<file path="src/rtl/feistel16_pkg.sv">
// Shared constants and the controller state type for the 16-bit-half
// Feistel encryptor. Assumes nothing beyond IEEE 1800-2017.
package feistel16_pkg;
    localparam int          HALF_W_DEF = 16;
    localparam int          ROUNDS_DEF = 32;
    localparam int          SHL_DEF    = 4;
    localparam int          SHR_DEF    = 5;
    localparam logic [15:0] DELTA_DEF  = 16'h9E37;
    localparam int          NKEYS      = 4;

    typedef enum logic [1:0] {
        ST_IDLE = 2'd0,
        ST_RUN  = 2'd1,
        ST_DONE = 2'd2
    } ctrl_state_t;
endpackage

</file>
<file path="src/rtl/feistel16_half.sv">
// One half-update: acc + (((oth<<SHL)+ka) ^ (oth+sum) ^ ((oth>>SHR)+kb)).
// Purely combinational; four adders and one three-input XOR.
// Assumes all operands share width W and that the right shift is logical.
module feistel16_half #(
    parameter int W   = feistel16_pkg::HALF_W_DEF,
    parameter int SHL = feistel16_pkg::SHL_DEF,
    parameter int SHR = feistel16_pkg::SHR_DEF
) (
    input  logic [W-1:0] acc_i,
    input  logic [W-1:0] oth_i,
    input  logic [W-1:0] sum_i,
    input  logic [W-1:0] ka_i,
    input  logic [W-1:0] kb_i,
    output logic [W-1:0] acc_o
);
    logic [W-1:0] t_left;
    logic [W-1:0] t_mid;
    logic [W-1:0] t_right;
    logic [W-1:0] t_mix;

    // Form the three mixing operands, XOR them, and accumulate (mod 2^W).
    always_comb begin
        t_left  = (oth_i << SHL) + ka_i;
        t_mid   = oth_i + sum_i;
        t_right = (oth_i >> SHR) + kb_i;
        t_mix   = t_left ^ t_mid ^ t_right;
        acc_o   = acc_i + t_mix;
    end
endmodule

</file>
<file path="src/rtl/feistel16_round.sv">
// One complete round: advance the sum, update y from z with subkeys 0/1,
// then update z from the new y with subkeys 2/3. Nine adders in total.
// Combinational; assumes the caller registers the results.
module feistel16_round #(
    parameter int          W     = feistel16_pkg::HALF_W_DEF,
    parameter int          SHL   = feistel16_pkg::SHL_DEF,
    parameter int          SHR   = feistel16_pkg::SHR_DEF,
    parameter logic [15:0] DELTA = feistel16_pkg::DELTA_DEF
) (
    input  logic [W-1:0] y_i,
    input  logic [W-1:0] z_i,
    input  logic [W-1:0] sum_i,
    input  logic [W-1:0] k0_i,
    input  logic [W-1:0] k1_i,
    input  logic [W-1:0] k2_i,
    input  logic [W-1:0] k3_i,
    output logic [W-1:0] y_o,
    output logic [W-1:0] z_o,
    output logic [W-1:0] sum_o
);
    // Advance the running sum by the round constant (ninth adder).
    always_comb sum_o = sum_i + W'(DELTA);

    feistel16_half #(.W(W), .SHL(SHL), .SHR(SHR)) u_half_y (
        .acc_i (y_i),
        .oth_i (z_i),
        .sum_i (sum_o),
        .ka_i  (k0_i),
        .kb_i  (k1_i),
        .acc_o (y_o)
    );

    feistel16_half #(.W(W), .SHL(SHL), .SHR(SHR)) u_half_z (
        .acc_i (z_i),
        .oth_i (y_o),
        .sum_i (sum_o),
        .ka_i  (k2_i),
        .kb_i  (k3_i),
        .acc_o (z_o)
    );
endmodule

</file>
<file path="src/rtl/feistel16_ctrl.sv">
// Sequencing FSM: IDLE -> RUN (ROUNDS cycles) -> DONE (one cycle) -> IDLE.
// A start is honoured only in IDLE. Synchronous active-low reset.
module feistel16_ctrl #(
    parameter int ROUNDS = feistel16_pkg::ROUNDS_DEF
) (
    input  logic clk,
    input  logic rst_n,
    input  logic start_i,
    output logic load_o,
    output logic step_o,
    output logic done_o
);
    import feistel16_pkg::*;

    localparam int CNT_W = (ROUNDS > 1) ? $clog2(ROUNDS) : 1;
    localparam logic [CNT_W-1:0] LAST = CNT_W'(ROUNDS - 1);

    ctrl_state_t      state_q;
    logic [CNT_W-1:0] rnd_q;

    // Decode the controls the datapath needs from the current state.
    always_comb begin
        load_o = (state_q == ST_IDLE) && start_i;
        step_o = (state_q == ST_RUN);
        done_o = (state_q == ST_DONE);
    end

    // Advance the state and the round counter.
    always_ff @(posedge clk) begin
        if (!rst_n) begin
            state_q <= ST_IDLE;
            rnd_q   <= '0;
        end else begin
            unique case (state_q)
                ST_IDLE: begin
                    rnd_q <= '0;
                    if (start_i) state_q <= ST_RUN;
                end
                ST_RUN: begin
                    rnd_q <= rnd_q + 1'b1;
                    if (rnd_q == LAST) state_q <= ST_DONE;
                end
                ST_DONE: state_q <= ST_IDLE;
                default: state_q <= ST_IDLE;
            endcase
        end
    end
endmodule

</file>
<file path="src/rtl/feistel16_state.sv">
// Half registers and running sum with their load/feedback selection:
// load takes the fresh word and a zero sum, step takes the round results.
// Synchronous active-low reset clears everything.
module feistel16_state #(
    parameter int W = feistel16_pkg::HALF_W_DEF
) (
    input  logic           clk,
    input  logic           rst_n,
    input  logic           load_i,
    input  logic           step_i,
    input  logic [2*W-1:0] word_i,
    input  logic [W-1:0]   y_nx_i,
    input  logic [W-1:0]   z_nx_i,
    input  logic [W-1:0]   sum_nx_i,
    output logic [W-1:0]   y_o,
    output logic [W-1:0]   z_o,
    output logic [W-1:0]   sum_o
);
    // Hold, load or advance the block halves and the running sum.
    always_ff @(posedge clk) begin
        if (!rst_n) begin
            y_o   <= '0;
            z_o   <= '0;
            sum_o <= '0;
        end else if (load_i) begin
            {y_o, z_o} <= word_i;
            sum_o      <= '0;
        end else if (step_i) begin
            y_o   <= y_nx_i;
            z_o   <= z_nx_i;
            sum_o <= sum_nx_i;
        end
    end
endmodule

</file>
<file path="src/rtl/feistel16_enc.sv">
// Top of the iterative encryptor: one round per clock for ROUNDS clocks.
// Assumes key_i is held stable from the accepted start until done_o.
module feistel16_enc #(
    parameter int          HALF_W = feistel16_pkg::HALF_W_DEF,
    parameter int          ROUNDS = feistel16_pkg::ROUNDS_DEF,
    parameter logic [15:0] DELTA  = feistel16_pkg::DELTA_DEF
) (
    input  logic                  clk,
    input  logic                  rst_n,
    input  logic                  start,
    input  logic [2*HALF_W-1:0]   plain_i,
    input  logic [4*HALF_W-1:0]   key_i,
    output logic [2*HALF_W-1:0]   cipher_o,
    output logic                  done_o
);
    import feistel16_pkg::*;

    logic [HALF_W-1:0] subkey [NKEYS];
    logic [HALF_W-1:0] y_q, z_q, sum_q;
    logic [HALF_W-1:0] y_nx, z_nx, sum_nx;
    logic              load_w;
    logic              busy_w;

    // Split the key; subkey 0 is the most significant slice.
    for (genvar gi = 0; gi < NKEYS; gi++) begin : g_key
        assign subkey[gi] = key_i[(NKEYS-gi)*HALF_W-1 -: HALF_W];
    end

    feistel16_ctrl #(.ROUNDS(ROUNDS)) u_ctrl (
        .clk     (clk),
        .rst_n   (rst_n),
        .start_i (start),
        .load_o  (load_w),
        .step_o  (busy_w),
        .done_o  (done_o)
    );

    feistel16_round #(.W(HALF_W), .DELTA(DELTA)) u_round (
        .y_i   (y_q),
        .z_i   (z_q),
        .sum_i (sum_q),
        .k0_i  (subkey[0]),
        .k1_i  (subkey[1]),
        .k2_i  (subkey[2]),
        .k3_i  (subkey[3]),
        .y_o   (y_nx),
        .z_o   (z_nx),
        .sum_o (sum_nx)
    );

    feistel16_state #(.W(HALF_W)) u_state (
        .clk      (clk),
        .rst_n    (rst_n),
        .load_i   (load_w),
        .step_i   (busy_w),
        .word_i   (plain_i),
        .y_nx_i   (y_nx),
        .z_nx_i   (z_nx),
        .sum_nx_i (sum_nx),
        .y_o      (y_q),
        .z_o      (z_q),
        .sum_o    (sum_q)
    );

    // Present the block halves as the ciphertext word.
    always_comb cipher_o = {y_q, z_q};
endmodule

</file>
<file path="config.mk">
export PLATFORM = sky130hd
export DESIGN_NAME = feistel16_enc
export DESIGN_NICKNAME = d
export VERILOG_FILES = /design/src/rtl/feistel16_pkg.sv /design/src/rtl/feistel16_half.sv /design/src/rtl/feistel16_round.sv /design/src/rtl/feistel16_ctrl.sv /design/src/rtl/feistel16_state.sv /design/src/rtl/feistel16_enc.sv
export SDC_FILE = /design/constraint.sdc
export NUM_CORES = 1
export LEC_CHECK = 0
export BUFFER_PORTS_ARGS = -buffer_cell sky130_fd_sc_hd__buf_2
export CAP_MARGIN = 5
export CORE_MARGIN = 10
export CORE_UTILIZATION = 55
export DETAILED_ROUTE_END_ITERATION = 16
export PLACE_DENSITY = 0.78
export SLEW_MARGIN = 10
export SYNTH_ARGS = -nofsm -noshare
export SYNTH_HDL_FRONTEND = slang
export SYNTH_SLANG_ARGS = --single-unit
</file>
<file path="constraint.sdc">
create_clock -name clk -period 18.26 [get_ports clk]
set_input_delay 1.826 -clock clk [delete_from_list [all_inputs] [get_ports clk]]
set_output_delay 1.826 -clock clk [all_outputs]
set_load 0.02 [all_outputs]
</file>
==> out/metrics.cfg, run 1 <==
[sta]
tightest_slew_ns=1.09
setup_viol=0
hold_violations=0
timing.final.crit_period_ns=9.22
rsz0062_at_grt=false
timing.final.crit_share=0.505
fin_tns_setup_ns=0
maxSlewHeadroom=0.274
max_freq_mhz=108
fin_worst_skew_ns=0.0106
slew_viol_final=0

[final_layout]
area_growth_pct=12.9
layout-drive-gt1-share=0.150
final_nets=1296
multi_input_area_um2=6450
seq_area_um2=1100
antenna_cells=0
fill_cells=1273

[clock_tree]
clk_path_buf_depth=2
ctsHtreeMaxLevel=2
path_clk_slew_ns=0.07
holdBufCountCts=0
clk_latency_ns=0.30
cts_root_buf=clkbuf_16
cts_sinks=55
cts_resized=0
cts_tree=done
cts_made_buffers=5
cts_setup_buffers=0

[setup_path]
end_kind=register
cp_max_fo=6
crit_start=u_state.sum_o[0]
max_stage_delay_ns=0.59
critical-path-top-delay-family=compound AO/OA/AOI/OAI gates
slowest_stage=o41ai_1
worst-path-buf-inv=1
crit_top_cell=xnor2_1
crit_required_ns=18.45
r2r-start=u_state.sum_o[0]
arrival_ns=9.41
cp-start-kind=register
path_class=reg -> reg

[synthesis]
synthTopCellsByArea=ha_1 (19%), xnor2_1 (16%), dfxtp_1 (14%)
synth_commonest_cells=xnor2_1 (142), ha_1 (117), nand2_1 (67)
ys_async_sr_fraction=0
yosysWarnings=0
synth.avg_cell_area_um2=8.15
ys.flop_type=dfxtp_1
synth_area_um2=7780
syn_inst=954
yosys.area.top_type_share=0.188
synth-seq-cells=55
synth-seq-area-share=0.142
synth_top_area_cell=ha_1
synth-edff-count=0
synthDistinctLibCells=63
syn_nets=1178
synth_most_common_cell=xnor2_1

[flow_run]
cap_violations=0

[die]
die_w_um=139
io_pins=132
row_count=43
core_area_um2=13900
die_h_um=139
start_util=0.560
dieArea_um2=19300

[routing]
drtPass1Iterations=7
drc=0
wl_per_cell_um=18.0
vias=7451
vias_per_cell=5.95
ant_nets=0
wl_mm=22.6
drt_iter0_drc=440

[worst_hold_path]
hp-class=reg -> reg
hold_path.startpoint=u_state.y_o[0]

[global_route]
grt_pass1_wl_mm=36.1
antenna_found_initial=0
overflow=0
grt_pass1_vias=7280
track_usage=0.222
grt_max_degree=46

[placed_design]
dp.final_hpwl_mm=18.8
port_buffers=131
gp_congestion=0.902

[outcome]
status=complete, no violations

routing by layer:
metal  wire [µm]  track usage
met5           0            0
met4         297       0.0489
met2       10400        0.373
met3        1650       0.0250
met1       10200        0.295
through the flow:
stage	std cells	worst slack (ns)	util	area, µm²	hold WS (ns)
after floorplan	954	10.01	-	7780	0.495
after global placement	1245	9.42	0.620	8610	0.479
after detailed placement	1245	9.11	0.620	8610	0.488
after CTS	1253	9.23	0.633	8780	0.499
after global routing	1253	8.42	0.633	8780	0.540
final	1253	9.04	0.633	8780	0.500
state kept, by name, summed over array words and instances (netlist names):
signal	cells
u_state.y_o	16
u_ctrl.rnd_q	5
u_ctrl.state_q	2
u_state.z_o	16
u_state.sum_o	16
cells by family after synthesis:
group | Yosys count | synth area share
xor gates and xnor gates | 190 | 0.218
and+or+nand+nor | 228 | 0.144
AOI/OAI and AO/OA | 294 | 0.257
adders and majority gates | 125 | 0.209
DFF | 55 | 0.142
buffers and inverters | 61 | 0.0298
muxes | 1 | 0.00145
cell type report:
type                            count  area share
Clock buffer                        5      0.0142
Clock inverter                      3     0.00499
Inverter                           35      0.0150
Multi-Input combinational cell    838       0.735
Sequential cell                    55       0.125
Tap cell                          180      0.0256
Timing Repair Buffer              137      0.0798
worst min-delay path: cells and delay by family, from the launching register on:
family / cells / cell delay (ns)
AOI/OAI and AO/OA: 1 / 0.07
DFF: 1 / 0.33
and+or+nand+nor: 1 / 0.05
placed cells by master (no fill, tap or decap), types with 15 or more instances in the layout:
| cell | netlist | routed |
|---|---|---|
| dfxtp_1 | 55 | 55 |
| o21ai_0 | 54 | 54 |
| nand3_1 | 16 | 16 |
| nor3_1 | 18 | 18 |
| a21o_1 | 45 | 45 |
| ha_1 | 117 | 117 |
| a21boi_0 | 22 | 22 |
| xor2_1 | 45 | 45 |
| a22oi_1 | 31 | 31 |
| xnor2_1 | 142 | 142 |
| nand2_1 | 67 | 67 |
| nor2b_1 | 16 | 15 |
| nor2_1 | 53 | 52 |
| buf_2 | 2 | 131 |
| a21oi_1 | 57 | 57 |
| inv_1 | 35 | 35 |
worst paths after layout:
check / slack (ns) / depth (start not counted) / end
max: 9.04 / 36 / u_state.z_o[15]
min: 0.50 / 2 / u_state.y_o[0]
max reg2reg: 9.04 / 36 / u_state.z_o[15]
min reg2reg: 0.50 / 2 / u_state.y_o[0]
Power of run 1 is not shown: default switching activity piles up to over one toggle a cycle in this logic, so the estimate is an artifact.
==> inputs of run 2 (changes only) <==
==> constraint.sdc (replaced) <==
create_clock -name clk -period 8.55 [get_ports clk]
set_input_delay 0.855 -clock clk [delete_from_list [all_inputs] [get_ports clk]]
set_output_delay 0.855 -clock clk [all_outputs]
set_load 0.02 [all_outputs]
==> run 2 against run 1 <==
  * Final cell count up 0.88%
  * Clock skew is 0.00054 ns lower
  * Worst setup slack got worse by 8.6 ns
  * Final area grew 1.8%
  * Global-route usage grew 0.34 points
  * Hold slack got worse by 0.011 ns
  * Critical endpoint unchanged
  * Highest routed layer unchanged
==> out/metrics.cfg, run 2 (synthesis gave the netlist of run 1 again) <==
[outcome]
status=complete, no violations

[sta]
timing.final.crit_period_ns=8.12
hold_violations=0
fin_worst_skew_ns=0.0100
setup_viol=0
timing.final.crit_share=0.949
tightest_slew_ns=1.04
slew_viol_final=0
max_freq_mhz=123
maxSlewHeadroom=0.304

[die]
core_area_um2=13900
dieArea_um2=19300
die_h_um=139
die_w_um=139
start_util=0.560
io_pins=132
row_count=43

[worst_hold_path]
hp-class=reg -> reg

[setup_path]
end_kind=register
slowest_stage=ha_1
arrival_ns=8.30
crit_required_ns=8.74
cp-start-kind=register
max_stage_delay_ns=0.38
crit_top_cell=xnor2_1
path_class=reg -> reg
cp_max_fo=5

[routing]
vias_per_cell=5.91
drc=0
ant_nets=0
wl_mm=23.1
drt_iter0_drc=527
vias=7474
drtPass1Iterations=5
wl_per_cell_um=18.2

[global_route]
grt_pass1_wl_mm=36.8
grt_pass1_vias=7363
overflow=0
grt_max_degree=46
antenna_found_initial=0
track_usage=0.225

[clock_tree]
clk_path_buf_depth=2
holdBufCountCts=0
ctsHtreeMaxLevel=2
cts_root_buf=clkbuf_16
cts_made_buffers=5
cts_tree=done
cts_sinks=55
clk_latency_ns=0.30
path_clk_slew_ns=0.07

[final_layout]
antenna_cells=0
layout_commonest_cell=xnor2_1
final_cell_mix=xnor2_1 (140), buf_2 (131), ha_1 (117)
reg_top3=u_state.sum_o (16), u_state.y_o (16), u_state.z_o (16)
layout-drive-gt1-share=0.164
fin_cells=1264
fill_cells=1243
final_nets=1307
area_growth_pct=15.0

[placed_design]
dp.final_hpwl_mm=19.0
gp_congestion=0.924
port_buffers=131
placedCellCount=1253

[flow_run]
cap_violations=0

-- run 2: critical path: cells and delay by family (launching register included) --
kind	cells	cell delay, ns
adder cells (fa/ha/maj)	5	1.63
AND/OR/NAND/NOR	4	0.41
AO/OA/AOI/OAI	11	2.52
flip-flops	1	0.35
XOR/XNOR	14	2.81
buffers and inverters	2	0.30
-- run 2: final timing paths --
path	from	endpoint	slack (ns)	cells past startpoint
max reg2reg	u_state.sum_o[0]	u_state.z_o[15]	0.43	36
min	u_state.y_o[0]	u_state.y_o[0]	0.49	2
max	u_state.sum_o[0]	u_state.z_o[15]	0.43	36
min reg2reg	u_state.y_o[0]	u_state.y_o[0]	0.49	2
-- run 2: layout make-up --
class / instances / area (µm²) / area share
sequential: 55 / 1100 / 0.123
multi-input combinational: 838 / 6510 / 0.728
tap: 180 / 225 / 0.0252
timing repair buffer: 148 / 783 / 0.0876
clock buffer: 6 / 129 / 0.0144
inverter: 35 / 131 / 0.0147
clock inverter: 2 / 60.1 / 0.00672
-- run 2: repair_timing --
item | 4_1_cts | 5_1_grt
resized for setup | 0 | 9
setup buffers | 0 | 3
setup endpoints to repair | 0 | 3
-- run 2: stage by stage --
step | util | instance area (µm²) | hold slack, ns | TNS (ns) | setup slack [ns]
final | 0.644 | 8940 | 0.489 | 0 | 0.434
after global routing | 0.644 | 8940 | 0.520 | -0.0915 | -0.0915
after CTS | 0.638 | 8860 | 0.493 | 0 | 0.221
after detailed placement | 0.625 | 8670 | 0.483 | 0 | 0.228
after global placement | 0.625 | 8670 | 0.480 | 0 | 0.511
after floorplan | - | 7780 | 0.495 | 0 | 1.07
-- run 2: per-layer routing --
metal,part of all wire,wire (µm),vias up,GRT usage
li1,-,-,3712,-
met4,0.0079,182,0,0.0390
met3,0.073,1670,16,0.0226
met5,0,0,-,0
met2,0.46,10600,265,0.381
met1,0.46,10600,3481,0.304
Power of run 2 is left out for the same reason.
==> inputs of run 3 (changes only) <==
--- a/config.mk
+++ b/config.mk
@@ -5,12 +5,12 @@
 export SDC_FILE = /design/constraint.sdc
 export NUM_CORES = 1
 export LEC_CHECK = 0
-export BUFFER_PORTS_ARGS = -buffer_cell sky130_fd_sc_hd__buf_2
 export CAP_MARGIN = 5
 export CORE_MARGIN = 10
 export CORE_UTILIZATION = 55
 export DETAILED_ROUTE_END_ITERATION = 16
-export PLACE_DENSITY = 0.78
+export DONT_BUFFER_PORTS = 1
+export PLACE_DENSITY = 0.7
 export SLEW_MARGIN = 10
 export SYNTH_ARGS = -nofsm -noshare
 export SYNTH_HDL_FRONTEND = slang
==> run 3 against run 2 <==
  * Global-route usage rose by 0.33 points
  * Final cell count down 10%
  * Via count down 7.0%
  * Core utilization decreased by 4.6 points
  * Clock skew down 0.0050 ns
  * Sequential cell count unchanged
  * Routed wire length is 0.16% higher
  * Count of clock-buffer cells in the layout unchanged
  * Die area did not move
  * Largest cell class unchanged
  * Worst setup slack gained 0.099 ns
  * Fmax rose by 1.2%
==> out/metrics.cfg, run 3 (synthesis gave the netlist of run 1 again) <==
[die]
die_h_um=139
start_util=0.560
die_w_um=139
core_area_um2=13900
dieArea_um2=19300
row_count=43
io_pins=132

[flow_run]
cap_violations=0

[setup_path]
crit_required_ns=8.74
cp-start-kind=register
worst-path-buf-inv=1
critical-path-top-delay-family=compound AO/OA/AOI/OAI gates
r2r_setup_slack_ns=0.53
crit_top_cell=xnor2_1
cp_max_fo=5
r2r-start=u_state.sum_o[0]
reg2reg_to=u_state.z_o[15]
slowest_stage=dfxtp_1
end_kind=register
arrival_ns=8.21
crit_start=u_state.sum_o[0]
max_stage_delay_ns=0.39
reg2reg_depth=34
path_class=reg -> reg

[clock_tree]
clk_path_buf_depth=2
cts_resized=0
path_clk_slew_ns=0.07
cts_root_buf=clkbuf_16
clk_latency_ns=0.30
ctsHtreeMaxLevel=2
cts_setup_buffers=0
cts_sinks=55
cts_tree=done
holdBufCountCts=0
cts_made_buffers=5

[sta]
slew_viol_final=0
setup_viol=0
fin_worst_skew_ns=0.00501
maxSlewHeadroom=0.313
timing.final.crit_period_ns=8.02
hold_ws_ns=0.540
max_freq_mhz=125
timing.final.crit_share=0.938
hold_violations=0
tightest_slew_ns=1.03

[global_route]
antenna_found_initial=0
grt_pass1_vias=6748
grt_max_degree=46
grt_pass1_wl_mm=36.3
track_usage=0.228
overflow=0

[placed_design]
place_area_um2=8080
port_buffers=0
dp.final_hpwl_mm=19.2
placedCellCount=1130
gp_congestion=0.946

[routing]
drc=0
drt_iter0_drc=368
drtPass1Iterations=5
wl_per_cell_um=20.3
wl_mm=23.1
ant_nets=0
vias=6953
vias_per_cell=6.11

[final_layout]
antenna_cells=0
layout_commonest_cell=xnor2_1
fin_cells=1138
reg_top3=u_state.sum_o (16), u_state.y_o (16), u_state.z_o (16)
layout-drive-gt1-share=0.0543
final_cell_mix=xnor2_1 (140), ha_1 (117), nand2_1 (67)
final_nets=1181
final_core_util=0.598
area_growth_pct=6.73
final_cell_area_um2=8300

[worst_hold_path]
min_path_cells=2
worstHoldEndpoint=u_state.sum_o[1]
hp-class=reg -> reg
hold_path.startpoint=u_state.sum_o[1]

[outcome]
status=complete, no violations

==> run 3: final cells by class <==
class / instances / area (µm²)
multi-input cells: 838 / 6500
clock buffers: 6 / 139
repair buffers: 22 / 165
well taps: 180 / 225
flip-flops and latches: 55 / 1100
fillers: 1323 / 5580
clock inverters: 2 / 35.0
inverters: 35 / 131
==> run 3: worst max path at each step <==
stage	end	slack, ns	cells past startpoint
detailed placement	u_state.z_o[15]	0.25	36
CTS	u_state.z_o[15]	0.18	36
global route	u_state.z_o[15]	-0.04	36
finish	u_state.z_o[15]	0.53	34
global placement	u_state.z_o[15]	0.56	36
floorplan	u_state.z_o[15]	1.07	36
==> run 3: worst register-to-register path: cells and delay by family, from the launching register on <==
family / cells / cell delay (ns)
AO/OA/AOI/OAI: 15 / 3.30
XOR/XNOR: 11 / 2.30
adder cells (fa/ha/maj): 5 / 1.58
buffers and inverters: 1 / 0.11
flip-flops: 1 / 0.39
AND/OR/NAND/NOR: 2 / 0.22
==> run 3: routing by layer <==
metal	wire length (µm)	part of all wire	GRT usage	vias to the layer above
li1	-	-	-	3450
met3	1820	0.079	0.0445	15
met5	0	0	0	-
met1	10700	0.46	0.307	3273
met4	241	0.010	0.0423	0
met2	10400	0.45	0.371	215
==> run 3: stage by stage <==
step	worst slack [ns]	setup TNS (ns)
floorplan	1.07	0
global placement	0.563	0
detailed placement	0.250	0
CTS	0.181	0
global route	-0.0375	-0.0375
finish	0.533	0
Power of run 3 is left out for the same reason.
